$ cat src/rtl/wm_pkg.sv
package wm_pkg;
  typedef enum logic {
    XFER_WR = 1'b0,
    XFER_RD = 1'b1
  } xfer_dir_e;

  localparam int unsigned NUM_DIR = 2;
endpackage

$ cat src/rtl/wm_level_cmp.sv
module wm_level_cmp #(
  parameter int unsigned LVL_W = 8
) (
  input  logic [LVL_W-1:0] fill_i,
  input  logic [LVL_W-1:0] depth_i,
  input  logic [LVL_W-1:0] rd_th_i,
  input  logic [LVL_W-1:0] wr_th_i,
  input  logic             dir_rd_i,
  output logic             met_o
);
  localparam logic [LVL_W-1:0] ONE = {{(LVL_W-1){1'b0}}, 1'b1};

  logic [LVL_W-1:0] free_w;
  logic [LVL_W-1:0] rd_eff;
  logic [LVL_W-1:0] wr_eff;

  always_comb begin
    free_w = (fill_i > depth_i) ? '0 : (depth_i - fill_i);
    rd_eff = (rd_th_i == '0) ? ONE : rd_th_i;
    wr_eff = (wr_th_i == '0) ? ONE : wr_th_i;
    met_o  = dir_rd_i ? (fill_i >= rd_eff) : (free_w >= wr_eff);
  end
endmodule

$ cat src/rtl/wm_req_ctl.sv
module wm_req_ctl (
  input  logic clk,
  input  logic rst_n,
  input  logic met_i,
  input  logic dir_rd_i,
  input  logic port_acc_i,
  output logic req_o,
  output logic rise_o
);
  logic req_q;
  logic dir_q;
  logic req_nxt;

  always_comb begin
    req_nxt = met_i && !port_acc_i && (dir_rd_i == dir_q);
    rise_o  = req_nxt && !req_q;
    req_o   = req_q && !port_acc_i;
  end

  always_ff @(posedge clk or negedge rst_n) begin
    if (!rst_n) begin
      req_q <= 1'b0;
      dir_q <= 1'b0;
    end else begin
      req_q <= req_nxt;
      dir_q <= dir_rd_i;
    end
  end


  acc_gap_chk: assert property (@(posedge clk) disable iff (!rst_n)
    $past(port_acc_i) |-> !req_o);


  dir_flip_chk: assert property (@(posedge clk) disable iff (!rst_n)
    (dir_rd_i != dir_q) |=> !req_q);
endmodule

$ cat src/rtl/wm_sts_flag.sv
module wm_sts_flag (
  input  logic clk,
  input  logic rst_n,
  input  logic set_i,
  input  logic clr_i,
  output logic flag_o
);
  always_ff @(posedge clk or negedge rst_n) begin
    if (!rst_n)     flag_o <= 1'b0;
    else if (set_i) flag_o <= 1'b1;
    else if (clr_i) flag_o <= 1'b0;
  end


  sts_set_chk: assert property (@(posedge clk) disable iff (!rst_n)
    set_i |=> flag_o);


  sts_clr_chk: assert property (@(posedge clk) disable iff (!rst_n)
    (clr_i && !set_i) |=> !flag_o);
endmodule

$ cat src/rtl/wm_dma_req.sv
module wm_dma_req #(
  parameter int unsigned LVL_W = 8
) (
  input  logic             clk,
  input  logic             rst_n,
  input  logic [LVL_W-1:0] fill_lvl,
  input  logic [LVL_W-1:0] buf_depth,
  input  logic [LVL_W-1:0] rd_thresh,
  input  logic [LVL_W-1:0] wr_thresh,
  input  logic             dir_rd,
  input  logic             int_dma_busy,
  input  logic             ext_dma_en,
  input  logic             wr_rdy_en,
  input  logic             rd_rdy_en,
  input  logic             port_acc,
  input  logic             wr_rdy_clr,
  input  logic             rd_rdy_clr,
  output logic             dma_req,
  output logic             wr_rdy,
  output logic             rd_rdy
);
  import wm_pkg::*;

  logic               lvl_met;
  logic               met_gated;
  logic               req_rise;
  logic [NUM_DIR-1:0] sts_set;
  logic [NUM_DIR-1:0] sts_clr;
  logic [NUM_DIR-1:0] sts_en;
  logic [NUM_DIR-1:0] sts_q;

  wm_level_cmp #(.LVL_W(LVL_W)) u_cmp (
    .fill_i   (fill_lvl),
    .depth_i  (buf_depth),
    .rd_th_i  (rd_thresh),
    .wr_th_i  (wr_thresh),
    .dir_rd_i (dir_rd),
    .met_o    (lvl_met)
  );

  assign met_gated = lvl_met && ext_dma_en && !int_dma_busy;

  wm_req_ctl u_ctl (
    .clk        (clk),
    .rst_n      (rst_n),
    .met_i      (met_gated),
    .dir_rd_i   (dir_rd),
    .port_acc_i (port_acc),
    .req_o      (dma_req),
    .rise_o     (req_rise)
  );

  assign sts_en  = {rd_rdy_en, wr_rdy_en};
  assign sts_clr = {rd_rdy_clr, wr_rdy_clr};

  for (genvar d = 0; d < NUM_DIR; d++) begin : g_sts
    localparam xfer_dir_e DIR = (d == 0) ? XFER_WR : XFER_RD;
    assign sts_set[d] = req_rise && sts_en[d] && (dir_rd == DIR);
    wm_sts_flag u_flag (
      .clk    (clk),
      .rst_n  (rst_n),
      .set_i  (sts_set[d]),
      .clr_i  (sts_clr[d]),
      .flag_o (sts_q[d])
    );
  end

  assign wr_rdy = sts_q[0];
  assign rd_rdy = sts_q[1];


  ext_gate_chk: assert property (@(posedge clk) disable iff (!rst_n)
    !$past(ext_dma_en && !int_dma_busy) |-> !dma_req);


  acc_drop_chk: assert property (@(posedge clk) disable iff (!rst_n)
    port_acc |-> !dma_req);


  sts_excl_chk: assert property (@(posedge clk) disable iff (!rst_n)
    !$onehot0(sts_set) |-> 1'b0);
endmodule

$ cat config.mk
export PLATFORM = sky130hd
export DESIGN_NAME = wm_dma_req
export DESIGN_NICKNAME = d
export VERILOG_FILES = /design/src/rtl/wm_pkg.sv /design/src/rtl/wm_level_cmp.sv /design/src/rtl/wm_req_ctl.sv /design/src/rtl/wm_sts_flag.sv /design/src/rtl/wm_dma_req.sv
export SDC_FILE = /design/constraint.sdc
export NUM_CORES = 1
export LEC_CHECK = 0
export ABC_AREA = 1
export BUFFER_PORTS_ARGS = -buffer_cell sky130_fd_sc_hd__buf_2
export CAP_MARGIN = 5
export CORE_AREA = 2 2 62 52
export DETAILED_ROUTE_END_ITERATION = 8
export DIE_AREA = 0 0 64 54
export GPL_TIMING_DRIVEN = 0
export PLACE_DENSITY_LB_ADDON = 0.2
export SLEW_MARGIN = 10
export SYNTH_ARGS = -nofsm -noshare
export SYNTH_HDL_FRONTEND = slang
export SYNTH_HIERARCHICAL = 1
export SYNTH_SLANG_ARGS = --single-unit
$ cat constraint.sdc
create_clock -name clk -period 2.8 [get_ports clk]
set_clock_uncertainty 0.15 [all_clocks]
set_input_delay 0.14 -clock clk [delete_from_list [all_inputs] [get_ports clk]]
set_output_delay 0.14 -clock clk [all_outputs]
set_load 0.005 [all_outputs]
; After elaboration in Yosys (flattened, before gate mapping)
; Cells that the tools add are included.
[totals]
register_bits = 4
in_bits = 42
out_inout_bits = 3
[op_classes]
addsub = 1
n_lt_le_gt_ge = 3
eq_ne = 1
muxes = 8
bitwise_logic = 1
n_reduce_logical = 17
[ops]
columns = operator, n
row1 = two-way mux 8 bit, 3
row2 = >= comparator 8 bit, 2
row3 = logical NOT 8 bit, 2
row4 = logical AND 1 bit, 10
row5 = > comparator 8 bit, 1
row6 = subtractor 8 bit, 1
row7 = two-way mux 1 bit, 5
row8 = nonzero test 2 bit, 2
row9 = logical NOT 1 bit, 3
row10 = equality test 1 bit, 1
row11 = NOT 1 bit, 1

; Logic depth before layout (Yosys ltp)
; Gate-level depths: netlist of run 1.
[logic_depth]
word_depth = 12
ltp_mapped = 29
depth_no_buf = 29

; By module
; The synthesis of run 1 kept the hierarchy.
[modules_own_cells]
columns = module, n_inst, cells_per_inst, area_per_inst_um2, seq_area_each_um2
row1 = wm_level_cmp, 1, 166, 945.9, 0.0
row2 = wm_req_ctl, 1, 13, 102.6, 50.0
row3 = wm_sts_flag, 2, 5, 40.0, 25.0
row4 = wm_dma_req, 1, 7, 28.8, 0.0

; Worst setup path after synthesis of run 1
; Ideal clock, no wire load.
[synth_timing]
kind = input -> register
startpoint = input port buf_depth[0]
endpoint = register g_sts[0].u_flag.flag_o
setup_ps = 65
t_arrival_ps = 2506
required_ps = 2585
setup_slack_ps = 80
stages = 27
path_buffers = 0
path_cell_list = inv_1 -> ha_1 -> fa_1 -> inv_1 -> nand3_1 -> nand3_2 -> a21oi_2 -> or2_1 -> ha_1 -> nand2_1 -> nand3_1 -> nand2_1 -> nand2_1 -> nand2_1 -> nand2_1 -> nand2_1 -> inv_1 -> nand2_1 -> nor2_1 -> inv_1 -> nor2_2 -> nand3_2 -> nor2_2 -> nand2_1 -> nor2_1 -> inv_1 -> nand2_1
[synth_between]
elab_chain_len = 12
[synth_lines]
columns = item, line
row1 = "start, declared", wm_dma_req.sv:7  ; input logic [LVL_W-1:0] buf_depth,
row2 = subtractor 8 bit / > comparator 8 bit (equally long branches), wm_level_cmp.sv:18  ; free_w = (fill_i > depth_i) ? '0 : (depth_i - fill_i);
row3 = two-way mux 8 bit *, wm_level_cmp.sv:18
row4 = >= comparator 8 bit *, wm_level_cmp.sv:21  ; met_o = dir_rd_i ? (fill_i >= rd_eff) : (free_w >= wr_eff);
row5 = two-way mux 1 bit *, wm_level_cmp.sv:21
row6 = via lvl_met, wm_dma_req.sv:24  ; logic lvl_met;
row7 = logical AND 1 bit * (2 in series), wm_dma_req.sv:41  ; assign met_gated = lvl_met && ext_dma_en && !int_dma_busy;
row8 = via met_gated, wm_dma_req.sv:25  ; logic met_gated;
row9 = logical AND 1 bit * (2 in series), wm_req_ctl.sv:15  ; req_nxt = met_i && !port_acc_i && (dir_rd_i == dir_q);
row10 = logical AND 1 bit *, wm_req_ctl.sv:16  ; rise_o = req_nxt && !req_q;
row11 = via req_rise, wm_dma_req.sv:26  ; logic req_rise;
row12 = logical AND 1 bit * (2 in series), wm_dma_req.sv:58  ; assign sts_set[d] = req_rise && sts_en[d] && (dir_rd == DIR);
row13 = via sts_set[0], wm_dma_req.sv:27  ; logic [NUM_DIR-1:0] sts_set;
row14 = two-way mux 1 bit / nonzero test 2 bit (equally long branches), --
row15 = "end signal, assigned", wm_sts_flag.sv:9  ; if (!rst_n) flag_o <= 1'b0;
row16 = "end signal, assigned", wm_sts_flag.sv:10  ; else if (set_i) flag_o <= 1'b1;
row17 = "end signal, assigned", wm_sts_flag.sv:11  ; else if (clr_i) flag_o <= 1'b0;
row18 = "end, declared", wm_sts_flag.sv:6  ; output logic flag_o
; Mark *: on every way through the listed nets, which the timed path passes. The rest lies on a longest branch.
; A chain may end at the register's enable or synchronous reset.

; Worst setup path after layout of run 1
[layout_timing]
startpoint = input port buf_depth[0]
endpoint = register g_sts[1].u_flag.flag_o
[layout_between]
elab_chain_len = 12
[layout_lines]
columns = item, line
row1 = subtractor 8 bit / > comparator 8 bit (equally long branches), wm_level_cmp.sv:18
row2 = two-way mux 8 bit *, wm_level_cmp.sv:18
row3 = >= comparator 8 bit *, wm_level_cmp.sv:21
row4 = two-way mux 1 bit *, wm_level_cmp.sv:21
row5 = via lvl_met, wm_dma_req.sv:24
row6 = logical AND 1 bit * (2 in series), wm_dma_req.sv:41
row7 = via met_gated, wm_dma_req.sv:25
row8 = logical AND 1 bit * (2 in series), wm_req_ctl.sv:15
row9 = logical AND 1 bit *, wm_req_ctl.sv:16
row10 = via req_rise, wm_dma_req.sv:26
row11 = logical AND 1 bit * (2 in series), wm_dma_req.sv:58
row12 = via sts_set[1], wm_dma_req.sv:27
row13 = two-way mux 1 bit / nonzero test 2 bit (equally long branches), --
row14 = "end signal, assigned", wm_sts_flag.sv:9
row15 = "end signal, assigned", wm_sts_flag.sv:10
row16 = "end signal, assigned", wm_sts_flag.sv:11
row17 = "end, declared", wm_sts_flag.sv:6
; Marked as above.

==> impl_metrics.toml, run 1 <==
[clocking]
cts_tree = "built"
numCtsBuffers = 3
clock_sinks = 4
path_clk_slew_ns = 0.04
cts.path.max_buffers = 2
cts_root_buf = "clkbuf_4"
clk_latency_ns = 0.24
h-tree-depth = 1

[sta]
period_minus_slack_ns = 2.85
fin_ws_ns = -0.0478
slew_headroom_pct = 86.2
rsz0062_at_grt = "yes"
finalSetupViolations = 2
fmax_ghz = 0.351
worst_slew_pin_slew_ns = 0.206
finalHoldViolations = 0
finalCritPeriodShare_pct = 102
holdWs_ns = 0.0538
slew_viol_final = 0

[placement]
place_worst_setup_slack_ns = -0.370
dp_cells = 280
place_congestion = 0.842
hpwl_um = 2250
numPortBuffers = 44
dpl_cell_area_um2 = 1430

[synth]
ys_warn_count = 6
async_flop_share_pct = 100
synthesis.area_um2 = 1160
synth_area_leaders = "ha_1 (26%), inv_1 (18%), nand2_1 (18%)"
syn-num-nets = 263
synth-seq-cells = 4
synth_area_per_cell_um2 = 5.90
synth.most_common_cell = "inv_1"
synth_edf_count = 0
synth_top_area_cell = "ha_1"
yosysSeqAreaShare_pct = 8.65
synth_common_cells = "inv_1 (57), nand2_1 (56), ha_1 (24)"
syn_inst = 196
ys.flop_type = "dfrtp_1"
synth_top_area_share_pct = 25.9
synth.distinct_cells = 19

[status]
violations = "setup timing"
status = "complete, but fails checks"

[power_and_ir_drop]
power_density_nw_per_um2 = 240
leakagePower_nw = 1.01
netSwitchingFraction_pct = 42.4
ir_drop_mv = 0.154
seqPwrFrac_pct = 15.9
p_clk_share_pct = 19.0
intPower_mw = 0.220
combPwrFrac_pct = 65.1
p_switching_mw = 0.162

[route]
drt_iter0_drc = 38
vias_per_cell = 4.43
drc = 0
vias = 1280
wl_per_cell_um = 9.94
wl_um = 2870
postRouteAntennaNets = 0
firstDrtPassIters = 6

[grt]
grt_pass1_vias = 1044
grt_max_degree = 8
grt_pass1_wl_um = 4260
antenna_found_initial = 0
track_usage_pct = 16.0
grt_overflow = 0

[worst_setup_path]
crit_type = "primary input to flop"
end_kind = "flop"
cp_data_required_time_ns = 2.82
crit_path_frequent_cell = "nand2_1"
regToRegSetupSlack_ns = 1.62
cp_slowest_cell = "fa_2"
max_stage_delay_ns = 0.36
timing.critical_path.arrival_ns = 2.87
cp_max_fo = 6
critPathLaunchType = "primary input"

[floorplan]
die_w_um = 64
initial_utilization_pct = 39.8
die_h_um = 54
die_area_um2 = 3460
placementRows = 18
io_pins = 45
core-area_um2 = 2910

[layout]
n_fill_cell = 293
drive_gt1_share_pct = 28.9
antenna_cells = 0
area_growth_pct = 37.7
final_nets = 318
fin_util_pct = 54.9
postLayoutCellArea_um2 = 1590
stdcell_count = 289

[min_path]
hp-class = "primary input to flop"

[run]
cap_violations = 0
[logic make-up after synthesis]
kind of cell    Yosys count  synth area share (%)
compound gates           10                  5.08
xor+xnor                  3                  2.27
fa+ha+maj                25                  27.7
buf+inv                  58                  18.8
flops                     4                  8.65
simple gates             96                  37.5
[power by group through the flow]
stage | Clock (mW) | Combinational, mW | Sequential, mW
3_3_place_gp | 0 | 0.215 | 0.0613
3_5_place_dp | 0 | 0.218 | 0.0613
5_1_grt | 0.0833 | 0.288 | 0.0609
4_1_cts | 0.0764 | 0.229 | 0.0607
6_report | 0.0725 | 0.249 | 0.0607
2_1_floorplan | 0 | 0.153 | 0.0612
[cell type report]
class / instances / area, um2 / share of cell area [%]
Inverter: 58 / 220 / 13.8
Multi-Input combinational cell: 134 / 913 / 57.3
Sequential cell: 4 / 100 / 6.28
Clock buffer: 3 / 22.5 / 1.41
Tap cell: 40 / 50.0 / 3.14
Timing Repair Buffer: 50 / 288 / 18.1
[cell usage in the layout (no fill, tap or decap)]
cell / netlist / final
buf_4: 0 / 2
nor3_4: 1 / 1
a21oi_1: 7 / 6
xor2_1: 3 / 3
nor3b_1: 1 / 1
nand2_2: 0 / 4
a21oi_4: 0 / 1
nand3_4: 0 / 1
or2_1: 1 / 1
ha_2: 0 / 1
buf_2: 0 / 42
inv_2: 1 / 3
buf_6: 0 / 2
inv_4: 0 / 1
nor2_2: 3 / 4
nand3_1: 12 / 11
clkbuf_4: 0 / 3
nor2_1: 13 / 11
a21oi_2: 1 / 1
nand3b_1: 2 / 2
nand4_1: 5 / 5
nand2_1: 56 / 52
o21bai_1: 2 / 2
ha_1: 24 / 21
nand3_2: 2 / 2
ha_4: 0 / 2
nor2_4: 0 / 1
dlygate4sd3_1: 0 / 4
inv_1: 57 / 54
dfrtp_1: 4 / 4
fa_2: 0 / 1
[worst paths after layout]
check | from | endpoint | cells after the start
max in group asynchronous | rst_n | g_sts[1].u_flag/flag_o$_DFFE_PN0P_ | 2
min reg2reg | g_sts[1].u_flag/flag_o$_DFFE_PN0P_ | g_sts[1].u_flag/flag_o$_DFFE_PN0P_ | 2
max | buf_depth[0] | g_sts[1].u_flag/flag_o$_DFFE_PN0P_ | 28
min in group asynchronous | rst_n | u_ctl/dir_q$_DFF_PN0_ | 2
min | port_acc | u_ctl/req_q$_DFF_PN0_ | 4
max reg2reg | u_ctl/dir_q$_DFF_PN0_ | g_sts[1].u_flag/flag_o$_DFFE_PN0P_ | 7
[flip-flops by register name, summed over array words and instances (netlist names)]
register,count
u_ctl/dir_q,1
g_sts.u_flag/flag_o,2
u_ctl/req_q,1
[metal layers]
layer / global-route usage (%) / part of all wire [%]
met4: 3.26 / 0.97
met1: 21.1 / 47
met3: 4.18 / 5.7
met2: 26.4 / 46
met5: 0 / 0
[through the flow]
stage,power (mW),TNS (ns)
floorplan,0.214,0
global route,0.432,-0.651
CTS,0.366,0
finish,0.382,-0.0790
global placement,0.277,-0.646
detailed placement,0.279,-0.774
[critical path: cells and delay by family]
| family | cells | cell delay [ns] |
|---|---|---|
| AOI/OAI and AO/OA | 1 | 0.08 |
| and+or+nand+nor | 18 | 1.53 |
| adders and majority gates | 3 | 0.79 |
| buffers and inverters | 6 | 0.33 |
[repair_timing]
action                                 CTS  global route
hold buffers                             4             0
endpoints found under the hold margin    7             0
gates resized for setup                  3            20
setup endpoints to repair                2             2
pin swaps                                1            16
setup buffers                            2             0
Note: power is estimated with default switching activity, not from simulation.
==> run 2, diff against run 1 <==
- ABC_AREA: 1 -> unset
- CAP_MARGIN: 5 -> 30
- CORE_AREA: 2 2 62 52 -> 2 2 58 49
- DIE_AREA: 0 0 64 54 -> 0 0 60 51
==> impl_metrics.toml, run 2 <==
[synth]
synth_top_area_share_pct = 29.3
syn-num-nets = 202
ys.flop_type = "dfrtp_1"
syn_inst = 135
synthesis.area_um2 = 1020
synth_edf_count = 0
ys_warn_count = 6
synth_top_area_cell = "ha_1"
yosysSeqAreaShare_pct = 9.78
async_flop_share_pct = 100
synth_common_cells = "inv_1 (27), ha_1 (24), nor2_1 (12)"
synth_area_leaders = "ha_1 (29%), inv_1 (9.9%), dfrtp_1 (9.8%)"
synth.distinct_cells = 35
synth_area_per_cell_um2 = 7.58
synth-seq-cells = 4
synth.most_common_cell = "inv_1"

[clocking]
cts_tree = "built"
cts.path.max_buffers = 2
numCtsBuffers = 3
clk_latency_ns = 0.24
h-tree-depth = 1
clock_sinks = 4
cts_root_buf = "clkbuf_4"
path_clk_slew_ns = 0.04

[worst_setup_path]
crit_buf_inv = 2
critPathLaunchType = "primary input"
timing.critical_path.arrival_ns = 2.97
regToRegSetupSlack_ns = 1.48
crit_family = "simple AND/OR/NAND/NOR gates"
max_stage_delay_ns = 0.33
crit_chain = "buf_8, inv_12, ha_4, fa_2, nand2b_4, a21oi_4, a21oi_4, or2_4, ha_4, nand2b_4, a2111oi_4, nor3_1, o22a_1, and3b_1, nor4b_4, and3_4, a21o_1"
end_kind = "flop"
cp_data_required_time_ns = 2.77
cp_slowest_cell = "fa_2"
cp_max_fo = 7
crit_type = "primary input to flop"

[layout]
postLayoutCellArea_um2 = 1540
antenna_cells = 0
multi_input_area_um2 = 942
fin_util_pct = 59.9
layout_common_cells = "buf_2 (42), inv_1 (26), ha_1 (22)"
final_common_cell = "buf_2"
top_regs = "g_sts.u_flag/flag_o: 2 flops, u_ctl/dir_q: 1 flops, u_ctl/req_q: 1 flops"
area_growth_pct = 50.7
drive_gt1_share_pct = 37.7
final_nets = 260
n_fill_cell = 242
top_register = "g_sts.u_flag/flag_o"
largest_reg_flops = 2
seqCellArea_um2 = 100

[floorplan]
placementRows = 17
io_pins = 45
die_h_um = 51
die_area_um2 = 3060
initial_utilization_pct = 39.8
die_w_um = 60
core-area_um2 = 2570

[sta]
finalHoldViolations = 0
finalSetupViolations = 3
finalCritPeriodShare_pct = 107
fmax_ghz = 0.334
slew_headroom_pct = 76.6
slew_viol_final = 0
fin_ws_ns = -0.192
rsz0062_at_grt = "yes"
period_minus_slack_ns = 2.99
fin_tns_setup_ns = -0.503
worst_slew_pin_slew_ns = 0.341

[grt]
grt_pass1_vias = 1051
track_usage_pct = 17.5
grt_pass1_wl_um = 4160
grt_overflow = 0
antenna_found_initial = 0
grt_max_degree = 10

[status]
status = "complete, but fails checks"
violations = "setup timing"

[power_and_ir_drop]
leakagePower_nw = 0.857
power_density_nw_per_um2 = 252
ir_drop_mv = 0.140

[placement]
place_congestion = 0.761
numPortBuffers = 44
hpwl_um = 2220
dpl_cell_area_um2 = 1400

[min_path]
hp-class = "primary input to flop"

[route]
firstDrtPassIters = 4
wl_um = 2530
postRouteAntennaNets = 0
wl_per_cell_um = 11.1
drt_iter0_drc = 17
vias = 1128
vias_per_cell = 4.93
drc = 0

[run]
cap_violations = 0
run 2: path summary, 6_finish.rpt:
path	start	endpoint	cells past startpoint
max reg2reg	u_ctl/dir_q$_DFF_PN0_	g_sts[1].u_flag/flag_o$_DFFE_PN0P_	4
min reg2reg	g_sts[1].u_flag/flag_o$_DFFE_PN0P_	g_sts[1].u_flag/flag_o$_DFFE_PN0P_	1
max	buf_depth[0]	g_sts[1].u_flag/flag_o$_DFFE_PN0P_	17
min	rd_rdy_clr	g_sts[1].u_flag/flag_o$_DFFE_PN0P_	3
min in group asynchronous	rst_n	u_ctl/dir_q$_DFF_PN0_	2
max in group asynchronous	rst_n	g_sts[0].u_flag/flag_o$_DFFE_PN0P_	2
run 2: through the flow:
| stage | std cells | total power [mW] | setup WS [ns] | hold slack, ns |
|---|---|---|---|---|
| 6_report | 229 | 0.389 | -0.192 | 0.0142 |
| 3_3_place_gp | 217 | 0.283 | -0.619 | -0.205 |
| 3_5_place_dp | 217 | 0.292 | -0.654 | -0.202 |
| 2_1_floorplan | 135 | 0.225 | -0.315 | -0.306 |
| 5_1_grt | 229 | 0.425 | -0.298 | 0.0265 |
| 4_1_cts | 227 | 0.384 | -0.182 | 0.0116 |
run 2: logic make-up (layout without fill, tap and decap cells):
| group | after synthesis | after routing | share of synthesized area (%) |
|---|---|---|---|
| AO/OA/AOI/OAI | 28 | 28 | 19.9 |
| buffers and inverters | 28 | 84 | 10.4 |
| AND/OR/NAND/NOR | 47 | 47 | 26.0 |
| adder cells (fa/ha/maj) | 25 | 25 | 31.3 |
| XOR/XNOR | 3 | 3 | 2.57 |
| flip-flops | 4 | 4 | 9.78 |
run 2: where the power goes:
group          total, mW  internal [mW]  switching (mW)  leakage (nW)
Clock             0.0721         0.0480          0.0241        0.0138
Sequential        0.0605         0.0596        0.000815        0.0534
Combinational      0.257          0.131           0.126         0.790
Total              0.389          0.239           0.151         0.857
run 2: timing repair:
item,4_1_cts,5_1_grt
pin swaps,13,6
endpoints found under the setup margin,3,3
setup buffers,4,2
gates resized for setup,6,4
hold buffers,3,0
hold endpoints to repair,6,0
run 2: worst min-delay path: stages:
cell    delay, ns
buf_2        0.09
inv_1        0.04
a21o_1       0.09
run 2: layout make-up:
type | instances | share of cell area [%]
inverter | 27 | 7.38
multi-input combinational | 103 | 61.1
sequential | 4 | 6.49
timing repair buffer | 53 | 20.2
buffer | 1 | 0.324
clock buffer | 3 | 1.46
tap | 38 | 3.08
run 2: routing by layer:
| layer | global-route usage, % | up-vias | part of all wire [%] |
|---|---|---|---|
| met1 | 23.5 | 510 | 48 |
| met4 | 0 | 0 | 0 |
| met2 | 30.4 | 27 | 48 |
| met3 | 3.80 | 0 | 4.2 |
| met5 | 0 | - | 0 |
| li1 | - | 591 | - |
==> run 3, diff against run 2 <==
- CORE_AREA: 2 2 58 49 -> 4 4 60 51
- DIE_AREA: 0 0 60 51 -> 0 0 64 55
- TNS_END_PERCENT: unset -> 30
==> impl_metrics.toml, run 3 (synthesis gave the netlist of run 2 again) <==
[status]
status = "complete, but fails checks"
violations = "setup timing"

[clocking]
cts_root_buf = "clkbuf_4"
path_clk_slew_ns = 0.04
cts.path.max_buffers = 2
cts_tree = "built"
h-tree-depth = 1
numCtsBuffers = 3
clk_latency_ns = 0.23
clock_sinks = 4

[layout]
seqCellArea_um2 = 100
postLayoutCellArea_um2 = 1510
fin_util_pct = 62.3
drive_gt1_share_pct = 36.0
top_register = "g_sts.u_flag/flag_o"
area_growth_pct = 47.4
final_common_cell = "buf_2"
n_fill_cell = 220
top_regs = "g_sts.u_flag/flag_o: 2 flops, u_ctl/dir_q: 1 flops, u_ctl/req_q: 1 flops"
final_nets = 258
antenna_cells = 0
multi_input_area_um2 = 926
largest_reg_flops = 2
layout_common_cells = "buf_2 (42), inv_1 (26), ha_1 (22)"

[floorplan]
placementRows = 16
io_pins = 45
die_area_um2 = 3520
die_h_um = 55
core-area_um2 = 2420
initial_utilization_pct = 42.3
die_w_um = 64

[grt]
grt_pass1_wl_um = 4350
grt_max_degree = 10
antenna_found_initial = 0
grt_overflow = 0
track_usage_pct = 15.7
grt_pass1_vias = 1123

[route]
wl_met1_um = 1230
vias_per_cell = 5.00
drt_iter0_drc = 28
vias = 1125
firstDrtPassIters = 4
dr_wl_met2_um = 1330
wl_per_cell_um = 12.0
postRouteAntennaNets = 0
top_layer_used = "met3"
wl_um = 2690
drc = 0
route.met3.wl_um = 130

[sta]
slew_headroom_pct = 76.0
fin_ws_ns = -0.188
worst_slew_pin_slew_ns = 0.351
holdWs_ns = 0.0169
finalCritPeriodShare_pct = 107
finalHoldViolations = 0
period_minus_slack_ns = 2.99
fmax_ghz = 0.335
slew_viol_final = 0
rsz0062_at_grt = "yes"
finalSetupViolations = 2

[worst_setup_path]
critPathLaunchType = "primary input"
cp_max_fo = 2
timing.critical_path.arrival_ns = 2.96
cp_data_required_time_ns = 2.78
end_kind = "flop"
crit_type = "primary input to flop"

[power_and_ir_drop]
ir_drop_mv = 0.183
intPower_mw = 0.235
combPwrFrac_pct = 65.6
leakagePower_nw = 0.845
power_density_nw_per_um2 = 253
netSwitchingFraction_pct = 38.3
p_clk_share_pct = 18.5
p_switching_mw = 0.146
seqPwrFrac_pct = 15.8
power.total_mw = 0.382

[placement]
dpl_cell_area_um2 = 1400
place_congestion = 0.800
numPortBuffers = 44
hpwl_um = 2380

[run]
cap_violations = 0

[min_path]
hp-class = "primary input to flop"
run 3: changes by cell type in the layout (fill, tap and decap cells not counted):
cell	delta
nor2_2	-1
buf_4	-2
a21oi_2	+1
a211oi_4	-1
a211oi_2	+1
nor3_1	+2
nor2_1	+1
nor3_2	-2
a21oi_1	-1
run 3: power groups by stage:
stage / Sequential, mW / Combinational [mW] / Clock (mW)
6_report: 0.0605 / 0.251 / 0.0707
5_1_grt: 0.0606 / 0.282 / 0.0782
4_1_cts: 0.0605 / 0.251 / 0.0744
3_5_place_dp: 0.0612 / 0.233 / 0
3_3_place_gp: 0.0611 / 0.222 / 0
2_1_floorplan: 0.0612 / 0.164 / 0
run 3: final timing paths:
kind	startpoint	endpoint	slack, ns	cells past startpoint
worst max-delay path	buf_depth[0]	g_sts[0].u_flag/flag_o$_DFFE_PN0P_	-0.19	17
worst min-delay path	wr_rdy_clr	g_sts[0].u_flag/flag_o$_DFFE_PN0P_	0.02	3
worst max register to register	u_ctl/dir_q$_DFF_PN0_	g_sts[1].u_flag/flag_o$_DFFE_PN0P_	1.49	4
worst min register to register	g_sts[0].u_flag/flag_o$_DFFE_PN0P_	g_sts[0].u_flag/flag_o$_DFFE_PN0P_	0.32	1
max in group asynchronous	rst_n	u_ctl/req_q$_DFF_PN0_	2.27	2
min in group asynchronous	rst_n	g_sts[1].u_flag/flag_o$_DFFE_PN0P_	0.11	2
run 3: critical path, stage by stage:
cell	delay [ns]
buf_8	0.09
inv_12	0.03
ha_4	0.15
fa_2	0.35
nand2b_4	0.16
a211oi_2	0.25
nor3_1	0.07
nor3_1	0.18
ha_1	0.29
a21o_1	0.20
a211oi_2	0.18
nand2_1	0.07
o22a_1	0.19
and3b_1	0.17
nor4b_4	0.14
and3b_1	0.17
a21o_1	0.14
run 3: through the flow:
stage | instances | worst slack [ns] | setup TNS [ns]
after detailed placement | 215 | -0.647 | -1.60
after global routing | 225 | -0.360 | -0.767
after global placement | 215 | -0.620 | -1.52
after floorplan | 135 | -0.315 | -0.616
final | 225 | -0.188 | -0.363
after CTS | 225 | -0.174 | -0.331
run 3: cell type report:
class / count / share of cell area, %
Multi-Input combinational cell: 103 / 61.4
Sequential cell: 4 / 6.63
Clock buffer: 3 / 1.49
Inverter: 27 / 7.55
Tap cell: 36 / 2.99
Timing Repair Buffer: 51 / 19.7
Buffer: 1 / 0.332
run 3: layer usage:
layer  GRT usage, %  vias to the layer above
met5              0                        -
met4           2.15                        0
met3           2.83                        0
met2           29.7                       30
met1           19.2                      501
li1               -                      594
run 3: repair_timing:
action / in CTS / in global routing
resized for setup: 6 / 1
buffers inserted: 4 / 0
setup endpoints to repair: 3 / 3
endpoints found under the hold margin: 6 / 0
pin swaps: 15 / 0
hold buffers: 3 / 0
